==> config.mk <==
export PLATFORM = sky130hd
export DESIGN_NAME = pwr_state_ctrl
export DESIGN_NICKNAME = d
export VERILOG_FILES = /design/src/rtl/pmc_pkg.sv /design/src/rtl/pmc_wake_sync.sv /design/src/rtl/pmc_regif.sv /design/src/rtl/pmc_state_fsm.sv /design/src/rtl/pmc_ce_bank.sv /design/src/rtl/pwr_state_ctrl.sv
export SDC_FILE = /design/constraint.sdc
export NUM_CORES = 1
export LEC_CHECK = 0
export BUFFER_PORTS_ARGS = -buffer_cell sky130_fd_sc_hd__buf_2
export CORE_AREA = 4 4 41 43
export CTS_CLUSTER_SIZE = 25
export DETAILED_ROUTE_END_ITERATION = 12
export DIE_AREA = 0 0 45 47
export GPL_ROUTABILITY_DRIVEN = 0
export HOLD_SLACK_MARGIN = 0.12
export PLACE_DENSITY = 0.66
export SLEW_MARGIN = 5
export SYNTH_ARGS = -nofsm -noshare
export SYNTH_HDL_FRONTEND = slang
export SYNTH_HIERARCHICAL = 1
export SYNTH_SLANG_ARGS = --single-unit
==> constraint.sdc <==
create_clock -name clk -period 1.07 [get_ports clk]
set_input_delay 0.1605 -clock clk [delete_from_list [all_inputs] [get_ports clk]]
set_output_delay 0.1605 -clock clk [all_outputs]
set_load 0.005 [all_outputs]
==> src/rtl/pmc_pkg.sv <==
package pmc_pkg;

  typedef enum logic [1:0] {
    PS_D0 = 2'b00,
    PS_D1 = 2'b01,
    PS_D2 = 2'b10
  } pwr_state_e;

  localparam int unsigned NUM_DOM = 4;
  // Domain bit order in the enable vector
  localparam int unsigned DOM_HOST = 0;
  localparam int unsigned DOM_MAC  = 1;
  localparam int unsigned DOM_RX   = 2;
  localparam int unsigned DOM_PHY  = 3;

  // Which domains run in a given state
  function automatic logic [NUM_DOM-1:0] enables_for(input pwr_state_e s);
    logic [NUM_DOM-1:0] e;
    case (s)
      PS_D0:   e = '1;
      PS_D1: begin
        e = '0;
        e[DOM_RX] = 1'b1;
      end
      default: e = '0;
    endcase
    return e;
  endfunction

  // Mode code legality: 2'b11 is reserved
  function automatic logic code_is_legal(input logic [1:0] c);
    return c != 2'b11;
  endfunction

endpackage

==> src/rtl/pmc_wake_sync.sv <==
module pmc_wake_sync #(
  parameter int unsigned STAGES = 2
) (
  input  logic clk,
  input  logic rst_n,
  input  logic async_in,
  output logic sync_out
);
  generate
    if (STAGES == 0) begin : g_bypass
      assign sync_out = async_in;
    end else begin : g_chain
      logic [STAGES-1:0] chain_q;
      always_ff @(posedge clk or negedge rst_n) begin
        if (!rst_n) chain_q <= '0;
        else        chain_q <= {chain_q[STAGES-2 >= 0 ? STAGES-2 : 0 : 0], async_in} ;
      end
      assign sync_out = chain_q[STAGES-1];
    end
  endgenerate
endmodule

==> src/rtl/pmc_regif.sv <==
module pmc_regif
  import pmc_pkg::*;
#(
  parameter int unsigned          ADDR_W    = 8,
  parameter int unsigned          DATA_W    = 8,
  parameter logic [ADDR_W-1:0]    PM_ADDR   = 8'h0B,
  parameter logic [ADDR_W-1:0]    WAKE_ADDR = 8'h1F
) (
  input  logic              clk,
  input  logic              rst_n,
  input  logic              reg_wr,
  input  logic [ADDR_W-1:0] reg_addr,
  input  logic [DATA_W-1:0] reg_wdata,
  input  pwr_state_e        cur_state,
  output logic              pm_wr,
  output logic              pm_rsvd_wr,
  output pwr_state_e        pm_code,
  output logic              wake_wr,
  output logic [DATA_W-1:0] rd_data
);
  localparam int unsigned HI_W = DATA_W - 2;

  logic hit_pm, hit_wake;
  logic [1:0] code_raw;
  logic unused_hi;

  assign hit_pm     = reg_wr && (reg_addr == PM_ADDR);
  assign hit_wake   = reg_wr && (reg_addr == WAKE_ADDR);
  assign code_raw   = reg_wdata[1:0];
  assign unused_hi  = ^reg_wdata[DATA_W-1:2];

  assign pm_wr      = hit_pm && code_is_legal(code_raw);
  assign pm_rsvd_wr = hit_pm && !code_is_legal(code_raw);
  assign pm_code    = pwr_state_e'(code_raw);
  assign wake_wr    = hit_wake;

  always_comb begin
    if (reg_addr == PM_ADDR) rd_data = {{HI_W{1'b0}}, cur_state};
    else                     rd_data = '0;
  end

  // the register image must never show the reserved code
  a_r10_no_rsvd_read: assert property (@(posedge clk) disable iff (!rst_n)
    (reg_addr == PM_ADDR) |-> (rd_data[1:0] != 2'b11));
  // decode exclusivity: one address cannot be both registers
  a_r8_one_target: assert property (@(posedge clk) disable iff (!rst_n)
    !(pm_wr && wake_wr));
endmodule

==> src/rtl/pmc_state_fsm.sv <==
module pmc_state_fsm
  import pmc_pkg::*;
(
  input  logic       clk,
  input  logic       rst_n,
  input  logic       pm_wr,
  input  logic       pm_rsvd_wr,
  input  pwr_state_e pm_code,
  input  logic       wake_wr,
  input  logic       wake_sync,
  output pwr_state_e state_q,
  output pwr_state_e state_nxt,
  output logic       wake_taken
);
  logic host_wake, lan_wake;

  assign host_wake  = wake_wr && (state_q != PS_D0);
  assign lan_wake   = wake_sync && (state_q == PS_D1);
  assign wake_taken = host_wake || lan_wake;

  always_comb begin
    state_nxt = state_q;
    if (wake_taken)  state_nxt = PS_D0;   // wake beats a same-cycle mode write
    else if (pm_wr)  state_nxt = pm_code;
  end

  always_ff @(posedge clk or negedge rst_n) begin
    if (!rst_n) state_q <= PS_D0;
    else        state_q <= state_nxt;
  end

  a_r5_host_wake: assert property (@(posedge clk) disable iff (!rst_n)
    (wake_wr && state_q != PS_D0) |=> (state_q == PS_D0));
  a_r6_lan_wake: assert property (@(posedge clk) disable iff (!rst_n)
    (wake_sync && state_q == PS_D1) |=> (state_q == PS_D0));
  a_r7_ignore_in_d2: assert property (@(posedge clk) disable iff (!rst_n)
    (wake_sync && state_q == PS_D2 && !pm_wr && !wake_wr) |=> (state_q == PS_D2));
  a_r4_rsvd_hold: assert property (@(posedge clk) disable iff (!rst_n)
    (pm_rsvd_wr && !wake_taken) |=> $stable(state_q));
  a_r3_legal_state: assert property (@(posedge clk) disable iff (!rst_n)
    state_q != 2'b11);
endmodule

==> src/rtl/pmc_ce_bank.sv <==
module pmc_ce_bank
  import pmc_pkg::*;
(
  input  logic               clk,
  input  logic               rst_n,
  input  pwr_state_e         state_nxt,
  input  pwr_state_e         state_q,
  output logic [NUM_DOM-1:0] ce
);
  logic [NUM_DOM-1:0] want;
  assign want = enables_for(state_nxt);

  for (genvar d = 0; d < NUM_DOM; d++) begin : g_dom
    always_ff @(posedge clk or negedge rst_n) begin
      if (!rst_n) ce[d] <= 1'b1;
      else        ce[d] <= want[d];
    end
  end

  a_r1_d0_all_on: assert property (@(posedge clk) disable iff (!rst_n)
    (state_q == PS_D0) |-> (ce == '1));
  a_r2_d1_rx_only: assert property (@(posedge clk) disable iff (!rst_n)
    (state_q == PS_D1) |-> ($countones(ce) == 1 && ce[DOM_RX]));
  a_r3_d2_dark: assert property (@(posedge clk) disable iff (!rst_n)
    (state_q == PS_D2) |-> (ce == '0));
endmodule

==> src/rtl/pwr_state_ctrl.sv <==
module pwr_state_ctrl
  import pmc_pkg::*;
#(
  parameter int unsigned       ADDR_W      = 8,
  parameter int unsigned       DATA_W      = 8,
  parameter logic [ADDR_W-1:0] PM_ADDR     = 8'h0B,
  parameter logic [ADDR_W-1:0] WAKE_ADDR   = 8'h1F,
  parameter int unsigned       SYNC_STAGES = 2
) (
  input  logic              clk,
  input  logic              rst_n,
  input  logic              reg_wr,
  input  logic [ADDR_W-1:0] reg_addr,
  input  logic [DATA_W-1:0] reg_wdata,
  output logic [DATA_W-1:0] rd_data,
  input  logic              wake_evt,
  output logic [1:0]        state,
  output logic              ce_host,
  output logic              ce_mac,
  output logic              ce_rx,
  output logic              ce_phy
);
  pwr_state_e         state_q, state_nxt, pm_code;
  logic               pm_wr, pm_rsvd_wr, wake_wr, wake_sync, wake_taken;
  logic [NUM_DOM-1:0] ce;

  pmc_wake_sync #(.STAGES(SYNC_STAGES)) u_sync (
    .clk(clk), .rst_n(rst_n), .async_in(wake_evt), .sync_out(wake_sync)
  );

  pmc_regif #(
    .ADDR_W(ADDR_W), .DATA_W(DATA_W), .PM_ADDR(PM_ADDR), .WAKE_ADDR(WAKE_ADDR)
  ) u_regif (
    .clk(clk), .rst_n(rst_n), .reg_wr(reg_wr), .reg_addr(reg_addr),
    .reg_wdata(reg_wdata), .cur_state(state_q), .pm_wr(pm_wr),
    .pm_rsvd_wr(pm_rsvd_wr), .pm_code(pm_code), .wake_wr(wake_wr),
    .rd_data(rd_data)
  );

  pmc_state_fsm u_fsm (
    .clk(clk), .rst_n(rst_n), .pm_wr(pm_wr), .pm_rsvd_wr(pm_rsvd_wr),
    .pm_code(pm_code), .wake_wr(wake_wr), .wake_sync(wake_sync),
    .state_q(state_q), .state_nxt(state_nxt), .wake_taken(wake_taken)
  );

  pmc_ce_bank u_ce (
    .clk(clk), .rst_n(rst_n), .state_nxt(state_nxt), .state_q(state_q), .ce(ce)
  );

  assign state   = state_q;
  assign ce_host = ce[DOM_HOST];
  assign ce_mac  = ce[DOM_MAC];
  assign ce_rx   = ce[DOM_RX];
  assign ce_phy  = ce[DOM_PHY];

  // every wake lands in D0 with the mode register reading zero
  a_r6_wake_clears_reg: assert property (@(posedge clk) disable iff (!rst_n)
    wake_taken |=> (state == 2'b00 && ce_host && ce_mac && ce_rx && ce_phy));
endmodule

==> results of run 1 <==
==> layer usage <==
| layer | vias up | share of wire (%) | track usage [%] |
|---|---|---|---|
| li1 | 175 | - | - |
| met1 | 167 | 34 | 10.4 |
| met2 | 11 | 60 | 17.8 |
| met3 | 0 | 6.0 | 4.60 |
| met4 | 0 | 0 | 3.51 |
| met5 | - | 0 | 0 |
==> repair_timing <==
item / 4_1_cts / 5_1_grt
hold endpoints to repair: 7 / 0
endpoints found under the setup margin: 6 / 9
hold buffers: 2 / 0
pin swaps: 1 / 2
resized for setup: 5 / 6
==> through the flow <==
| stage | TNS [ns] | setup WS, ns |
|---|---|---|
| final | -1.49 | -0.317 |
| after global routing | -1.90 | -0.360 |
| after CTS | -1.64 | -0.320 |
| after detailed placement | -2.85 | -0.595 |
| after global placement | -2.65 | -0.557 |
| after floorplan | -1.43 | -0.414 |
==> power by group <==
part           leakage, uW  switching, uW  total (uW)  internal [uW]
Clock            0.0000150           90.8         233            142
Combinational     0.000196           60.2         154           94.3
Sequential       0.0000719           19.5         271            252
Total             0.000283            170         658            488
==> worst register-to-register path, cell delays in order, from the launching register on <==
cell      delay, ns
dfrtp_1        0.43
nor2_1         0.08
o211ai_1       0.22
o21ai_2        0.11
nor2_1         0.11
==> layout make-up <==
cell class	count	area [um^2]
clock buffer	4	26.3
fill	129	697
inverter	8	30.0
multi-input combinational	22	171
sequential	6	153
tap	15	18.8
timing repair buffer	29	205
==> registers in the layout, summed over array words and instances, names as in the netlist <==
signal / cells
u_ce/ce: 2
u_fsm/state_q: 2
u_sync/g_chain.chain_q: 2
==> final timing paths <==
kind	endpoint	slack, ns
worst max-delay path	u_ce/ce[0]	-0.32
worst min-delay path	u_fsm/state_q[0]	0.25
worst max register to register	u_ce/ce[0]	0.05
worst min register to register	u_sync/g_chain.chain_q[1]	0.35
max in group asynchronous	u_ce/ce[0]	0.60
min in group clk	u_fsm/state_q[1]	0.35
==> metrics.md, run 1 <==
| Metric | Value |
|---|---|
| Final setup violation count | `9` |
| Final Hold Fails | `0` |
| Final min period | `1.39 ns` |
| CP Depth | `7` |
| Final setup margin | `-0.317 ns` |
| Drt drc | `0` |
| Row cnt | `13` |
| Critical R2R Launch | `u_fsm/state_q[1]` |
| Min-delay worst type | `in2async` |
| Pwr Density | `1090 nW/um^2` |
| VDD IR-drop max | `0.741 mV` |
| Core Box Area | `1300 um^2` |
| Largest net degree at the start of global routing | `7` |
| Vias in the first global route | `375` |
| Crit-path max FO | `3` |
| Skew-Pair Late Insertion Delay | `0.25 ns` |
| MaxCap Viol Count | `0` |
| Overall power | `658 uW` |
| Grt total ovfl | `0` |
| Critical Path RT | `1.25 ns` |
| Unrepaired setup endpoints after global routing | `yes` |
| Worst Hold Margin | `0.249 ns` |
| Critical-path cell list | `buf_6, or4b_4, a2111oi_4, inv_2, a22oi_1, o221a_2, nor2_1` |
| Final setup skew | `0.00598 ns` |
| Failing checks | `setup timing` |
| Max Slew Vio Count | `0` |
| Vias per inst | `4.20` |
| Worst path buffer plus inverter count | `2` |
| Area growth syn-to-layout | `54.3%` |
| CTS buffer count | `3` |
| Post-DP Area | `510 um^2` |
| H-tree depth | `1` |
| Synth warn | `6` |
| PortBufs | `21` |
| Root Buffer Master | `clkbuf_4` |
| Setup crit start | `reg_addr[2]` |
| Crit end category | `flip-flop` |
| CTS max path bufs | `2` |
| Nets | `90` |
| Reg2reg path depth | `4` |
| CP max-delay cell | `or4b_4` |
| Commonest non-fill, non-tap cell in the layout | `buf_2` |
| Die height | `47 um` |
| Startpoint types | `input pin` |
| CP top delay family | `compound AO/OA/AOI/OAI gates` |
| First DRT Iteration DRCs | `4` |
| Antenna diodes | `0` |
| First-pass GRT wire length | `1500 um` |
| Post-Synthesis Cell Area | `392 um^2` |
| Die width | `45 um` |
| Period utilization | `130%` |
| Post-layout util | `46.4%` |
| CTS tree | `done` |
| Post-DP HPWL | `733 um` |
| Post-CTS setup buffer count | `0` |
| Most frequent cells in the layout | `buf_2, inv_1, buf_6, conb_1, buf_4` |
| DR WL/cell | `10.6 um` |
| Arrival time at the worst endpoint | `1.57 ns` |
| Leak | `0.000283 uW` |
| Cells after Synth | `41` |
| GRT Util Overall | `10.0%` |
| Peak Freq | `721 MHz` |
| Outcome | `finished with violations` |
| Total die area | `2120 um^2` |
| Post-Place Cells | `78` |
| Max stage delay on crit path | `0.55 ns` |
| Final wirelength | `890 um` |
| Worst setup path class | `in2reg` |
| Antenna violations before repair | `0` |
| Vias | `353` |
| Syn_area_per_cell | `9.55 um^2` |
| Layout cells sized above 1 | `59.4%` |
| Antenna Nets Post-Route | `0` |
| Final Cell Area | `604 um^2` |
| CTS sink cnt | `6` |
| First drt pass iteration count | `2` |
| Initial Util | `30.1%` |
| Clock Pin Slew Worst Setup and Hold Paths | `0.05 ns` |
| I/O Pins | `34` |
| Non-Filler Instances | `84` |
Note: power is estimated with default switching activity, not from simulation.
==> run 2: changes to the inputs <==
--- a/config.mk
+++ b/config.mk
@@ -5,7 +5,7 @@
 export SDC_FILE = /design/constraint.sdc
 export NUM_CORES = 1
 export LEC_CHECK = 0
-export BUFFER_PORTS_ARGS = -buffer_cell sky130_fd_sc_hd__buf_2
+export BUFFER_PORTS_ARGS = -buffer_cell sky130_fd_sc_hd__buf_4
 export CORE_AREA = 4 4 41 43
 export CTS_CLUSTER_SIZE = 25
 export DETAILED_ROUTE_END_ITERATION = 12
==> run 2 against run 1 <==
Effect of this change:
- the flow still finishes with violations (setup timing)
- critical path depth unchanged
- utilization up 1.6 points
- clock skew down 0.0051 ns
- largest power group unchanged
- final cell count down 1.2%
==> metrics.md, run 2 (same netlist as run 1, synthesis figures left out) <==
| Metric | Value |
|---|---|
| Vias per inst | `4.27 (+1.5%)` |
| Antenna diodes | `0 (unchanged)` |
| Core Box Area | `1300 um^2 (unchanged)` |
| Arrival time at the worst endpoint | `1.58 ns (about the same)` |
| Initial Util | `30.1% (unchanged)` |
| Filler instances | `139 (+7.8%)` |
| Period utilization | `133% (+3.3 points)` |
| VDD IR-drop max | `0.532 mV (-28%)` |
| Post-DP Area | `556 um^2 (+8.8%)` |
| Vias | `354 (+0.28%)` |
| Most frequent cells in the layout | `buf_4, inv_1, conb_1` |
| Area of the multi-input gates | `171 um^2 (unchanged)` |
| MaxCap Viol Count | `0 (unchanged)` |
| H-tree depth | `1 (unchanged)` |
| Unrepaired setup endpoints after global routing | `yes` |
| GRT Util Overall | `9.88% (-0.14 points)` |
| Register area | `153 um^2 (unchanged)` |
| Root Buffer Master | `clkbuf_4` |
| Max Slew Vio Count | `0 (unchanged)` |
| Startpoint types | `input pin` |
| Final wirelength | `922 um (+3.6%)` |
| PortBufs | `21 (unchanged)` |
| Logic pwr share | `26.0% (+2.5 points)` |
| Die width | `45 um (unchanged)` |
| Antenna violations before repair | `0 (unchanged)` |
| Final setup skew | `0.000842 ns (-0.00514 ns)` |
| Clock share of power | `31.1% (-4.2 points)` |
| Final setup violation count | `6 (-3)` |
| Final Cell Area | `626 um^2 (+3.5%)` |
| CTS buffer count | `3 (unchanged)` |
| CTS sink cnt | `6 (unchanged)` |
| First drt pass iteration count | `2 (unchanged)` |
| Final Hold Fails | `0 (unchanged)` |
| Total die area | `2120 um^2 (unchanged)` |
| Regs by FF count | `u_ce/ce x2, u_fsm/state_q x2, u_sync/g_chain.chain_q x2` |
| Overall power | `622 uW (-5.5%)` |
| Peak Freq | `703 MHz (-2.5%)` |
| Grt total ovfl | `0 (unchanged)` |
| Skew-Pair Late Insertion Delay | `0.23 ns (-0.02 ns)` |
| Leak | `0.000288 uW (+1.5%)` |
| Crit-path max FO | `3 (unchanged)` |
| Sw Pwr | `144 uW (-15%)` |
| Largest net degree at the start of global routing | `7 (unchanged)` |
| Final setup margin | `-0.352 ns (-0.0351 ns)` |
| CTS max path bufs | `2 (unchanged)` |
| First DRT Iteration DRCs | `6 (+2)` |
| DR WL/cell | `11.1 um (+4.8%)` |
| Nets | `90 (unchanged)` |
| Reg power frac | `43.0% (+1.8 points)` |
| Die height | `47 um (unchanged)` |
| Layout cells sized above 1 | `60.3% (+0.87 points)` |
| Crit end category | `flip-flop` |
| Clock Pin Slew Worst Setup and Hold Paths | `0.04 ns (about the same)` |
| Drt drc | `0 (unchanged)` |
| I/O Pins | `34 (unchanged)` |
| Commonest non-fill, non-tap cell in the layout | `buf_4` |
| Row cnt | `13 (unchanged)` |
| Post-DP HPWL | `713 um (-2.8%)` |
| Cell Int Power | `478 uW (-2.1%)` |
| Worst setup path class | `in2reg` |
| Setup Slack @ Placement | `-0.641 ns (-0.0459 ns)` |
| Critical Path RT | `1.23 ns (-0.02 ns)` |
| Min-delay worst type | `in2async` |
| Antenna Nets Post-Route | `0 (unchanged)` |
| Pwr Density | `994 nW/um^2 (-8.7%)` |
| CTS tree | `done` |
| Switching share of power | `23.2% (-2.7 points)` |
| First-pass GRT wire length | `1470 um (-2.3%)` |
| Final min period | `1.42 ns (+0.0351 ns)` |
| Vias in the first global route | `357 (-4.8%)` |
| Worst Hold Margin | `0.274 ns (+0.0256 ns)` |
| Outcome | `finished with violations` |
| Failing checks | `setup timing` |
| Area growth syn-to-layout | `59.7%` |
==> run 2: layout make-up <==
type,count,share of cell area [%]
Clock buffer,3,3.60
Inverter,8,4.80
Multi-Input combinational cell,22,27.4
Sequential cell,6,24.4
Tap cell,15,3.00
Timing Repair Buffer,29,36.8
==> run 2: power groups by stage <==
stage	combinational (uW)	clock, uW	sequential (uW)
floorplan	82.4	0	269
global placement	145	0	269
detailed placement	149	0	270
CTS	158	204	267
global route	177	212	269
finish	161	193	267
==> run 2: metrics by stage <==
stage / instances / setup TNS, ns / utilization (%)
floorplan: 46 / -1.43 / -
global placement: 77 / -2.59 / 42.7
detailed placement: 77 / -2.75 / 42.7
CTS: 83 / -1.61 / 47.1
global route: 83 / -1.81 / 48.1
finish: 83 / -1.51 / 48.1
==> run 2: worst max-delay path, cell delays in order <==
cell,delay (ns)
buf_6,0.09
or4b_4,0.56
a2111oi_4,0.25
inv_2,0.09
a22oi_2,0.15
o221a_2,0.21
nor2_1,0.05
==> run 2: path summary, 6_finish.rpt <==
check,end,start,slack [ns],cells past startpoint
min in group clk,u_sync/g_chain.chain_q[1],u_sync/g_chain.chain_q[0],0.35,0
hold reg to reg,u_sync/g_chain.chain_q[1],u_sync/g_chain.chain_q[0],0.35,0
setup reg to reg,u_ce/ce[0],u_fsm/state_q[1],0.02,4
hold / removal,u_fsm/state_q[1],rst_n,0.27,2
setup / recovery,u_ce/ce[0],reg_addr[2],-0.35,7
max in group asynchronous,u_ce/ce[0],rst_n,0.60,2
==> run 2: timing repair <==
action | in CTS | in global routing
endpoints found under the setup margin | 6 | 6
resized for setup | 2 | 5
hold endpoints to repair | 7 | 0
buffers inserted | 1 | 1
pin swaps | 0 | 2
hold buffers | 2 | 0
==> run 2: layer usage <==
metal  vias up  global-route usage [%]  wire, um
met5         -                       0         0
met4         0                    7.02         0
met3         0                    1.15        31
met2         9                    20.3       597
met1       170                    8.62       293
li1        175                       -         -
==> run 3: changes to the inputs <==
--- a/config.mk
+++ b/config.mk
@@ -12,7 +12,7 @@
 export DIE_AREA = 0 0 45 47
 export GPL_ROUTABILITY_DRIVEN = 0
 export HOLD_SLACK_MARGIN = 0.12
-export PLACE_DENSITY = 0.66
+export PLACE_DENSITY = 0.68
 export SLEW_MARGIN = 5
 export SYNTH_ARGS = -nofsm -noshare
 export SYNTH_HDL_FRONTEND = slang
==> constraint.sdc (replaced) <==
create_clock -name clk -period 1.2 [get_ports clk]
set_input_delay 0.18 -clock clk [delete_from_list [all_inputs] [get_ports clk]]
set_output_delay 0.18 -clock clk [all_outputs]
set_load 0.005 [all_outputs]
==> run 3 against run 2 <==
Effect of this change:
- highest routed layer is now met4
- the run still ends with setup timing left
- sequential power fell by 10%
- setup slack better by 0.099 ns
- critical path depth unchanged
- total power decreased by 10%
- die area unchanged
- combinational power down 12%
==> metrics.md, run 3 (same netlist as run 1, synthesis figures left out) <==
| Metric | Value |
|---|---|
| Outcome | `finished with violations` |
| Failing checks | `setup timing` |
| Layout cells sized above 1 | `60.9% (+0.58 points)` |
| I/O Pins | `34 (unchanged)` |
| Unrepaired setup endpoints after global routing | `yes` |
| Core Box Area | `1300 um^2 (unchanged)` |
| MaxCap Viol Count | `0 (unchanged)` |
| Worst Hold Margin | `0.286 ns (+0.0117 ns)` |
| Worst setup path class | `in2reg` |
| First drt pass iteration count | `2 (unchanged)` |
| Pwr Density | `886 nW/um^2 (-11%)` |
| Row cnt | `13 (unchanged)` |
| Peak Freq | `688 MHz` |
| PortBufs | `21 (unchanged)` |
| Final setup violation count | `6 (unchanged)` |
| Final setup margin | `-0.253 ns (+0.0994 ns)` |
| Final wirelength | `936 um (+1.5%)` |
| Arrival time at the worst endpoint | `1.62 ns (+0.04 ns)` |
| Post-DP HPWL | `716 um (+0.48%)` |
| First DRT Iteration DRCs | `2 (-4)` |
| Min-delay worst type | `in2async` |
| GRT Util Overall | `9.41% (-0.47 points)` |
| CTS tree | `done` |
| First-pass GRT wire length | `1380 um (-6.1%)` |
| Largest net degree at the start of global routing | `7 (unchanged)` |
| Post-layout util | `48.4% (+0.29 points)` |
| Post-Place Cells | `77 (unchanged)` |
| Crit end category | `flip-flop` |
| Drt drc | `0 (unchanged)` |
| Final Hold Fails | `0 (unchanged)` |
| Leak | `0.000291 uW (+1.0%)` |
| CTS max path bufs | `2 (unchanged)` |
| Skew-Pair Late Insertion Delay | `0.24 ns (about the same)` |
| Antenna Nets Post-Route | `0 (unchanged)` |
| Most frequent cells in the layout | `buf_4, inv_1, conb_1` |
| Die width | `45 um (unchanged)` |
| Regs by FF count | `u_ce/ce x2, u_fsm/state_q x2, u_sync/g_chain.chain_q x2` |
| Antenna violations before repair | `0 (unchanged)` |
| Non-Filler Instances | `84 (+1.2%)` |
| Total die area | `2120 um^2 (unchanged)` |
| Critical-path cell list | `buf_6, or4b_4, a2111oi_4, inv_2, a22oi_1, o221a_2, nor2_1` |
| DR WL/cell | `11.1 um (+0.31%)` |
| Clock Pin Slew Worst Setup and Hold Paths | `0.04 ns (about the same)` |
| Final min period | `1.45 ns` |
| Vias | `358 (+1.1%)` |
| Crit-path max FO | `3 (unchanged)` |
| Nets | `91 (+1.1%)` |
| Vias per inst | `4.26 (about the same)` |
| Final setup skew | `0.000246 ns (-0.000596 ns)` |
| Grt total ovfl | `0 (unchanged)` |
| Antenna diodes | `0 (unchanged)` |
| Period utilization | `121%` |
| Die height | `47 um (unchanged)` |
| VDD IR-drop max | `0.503 mV (-5.4%)` |
| CTS buffer count | `3 (unchanged)` |
| CTS sink cnt | `6 (unchanged)` |
| Max Slew Vio Count | `0 (unchanged)` |
| Vias in the first global route | `361 (+1.1%)` |
| Initial Util | `30.1% (unchanged)` |
| Commonest non-fill, non-tap cell in the layout | `buf_4` |
| Max stage delay on crit path | `0.55 ns (about the same)` |
| Startpoint types | `input pin` |
| H-tree depth | `1 (unchanged)` |
| Root Buffer Master | `clkbuf_4` |
| CP max-delay cell | `or4b_4` |
| Critical Path RT | `1.36 ns (+0.13 ns)` |
| Area growth syn-to-layout | `60.7%` |
## run 3: final timing paths
path / start / end / slack (ns) / cells after the start
max: reg_addr[2] / u_ce/ce[0] / -0.25 / 7
min: rst_n / u_fsm/state_q[0] / 0.29 / 2
max reg2reg: u_fsm/state_q[1] / u_ce/ce[0] / 0.23 / 4
min reg2reg: u_sync/g_chain.chain_q[0] / u_sync/g_chain.chain_q[1] / 0.35 / 0
max in group asynchronous: rst_n / u_ce/ce[0] / 0.72 / 2
min in group clk: u_sync/g_chain.chain_q[0] / u_sync/g_chain.chain_q[1] / 0.35 / 0
## run 3: worst max-delay path, delay by kind of cell
family,cells,cell delay [ns]
AOI/OAI and AO/OA,3,0.66
and+or+nand+nor,2,0.59
buffers and inverters,2,0.18
## run 3: metrics by stage
| stage | power (uW) | TNS (ns) | cell area, um^2 | setup slack [ns] |
|---|---|---|---|---|
| after floorplan | 313 | -0.992 | 417 | -0.303 |
| after global placement | 370 | -1.94 | 556 | -0.480 |
| after detailed placement | 372 | -2.01 | 556 | -0.497 |
| after CTS | 567 | -0.848 | 613 | -0.214 |
| after global routing | 591 | -1.13 | 629 | -0.297 |
| final | 558 | -0.897 | 629 | -0.253 |
## run 3: layer usage
metal  global-route usage, %  up-vias  wire (um)
li1                        -      177          -
met1                    8.41      168        319
met2                    18.1       11        558
met3                    1.15        2         42
met4                    8.77        0         17
met5                       0        -          0
## run 3: cell type report
type | count | area, um^2
fillers | 126 | 672
clock buffers | 3 | 22.5
multi-input cells | 22 | 166
flip-flops and latches | 6 | 154
well taps | 15 | 18.8
repair buffers | 30 | 238
inverters | 8 | 30.0
## run 3: where the power goes
part / internal, uW / switching [uW] / total, uW
registers: 225 / 13.8 / 239
logic: 88.7 / 53.7 / 142
clock network: 113 / 64.0 / 177
## run 3: what timing repair did
item                                   4_1_cts  5_1_grt
setup endpoints to repair                    6        6
gates resized for setup                      2        5
hold buffers                                 2        0
endpoints found under the hold margin        7        0
pin swaps                                    0        2
setup buffers                                1        2
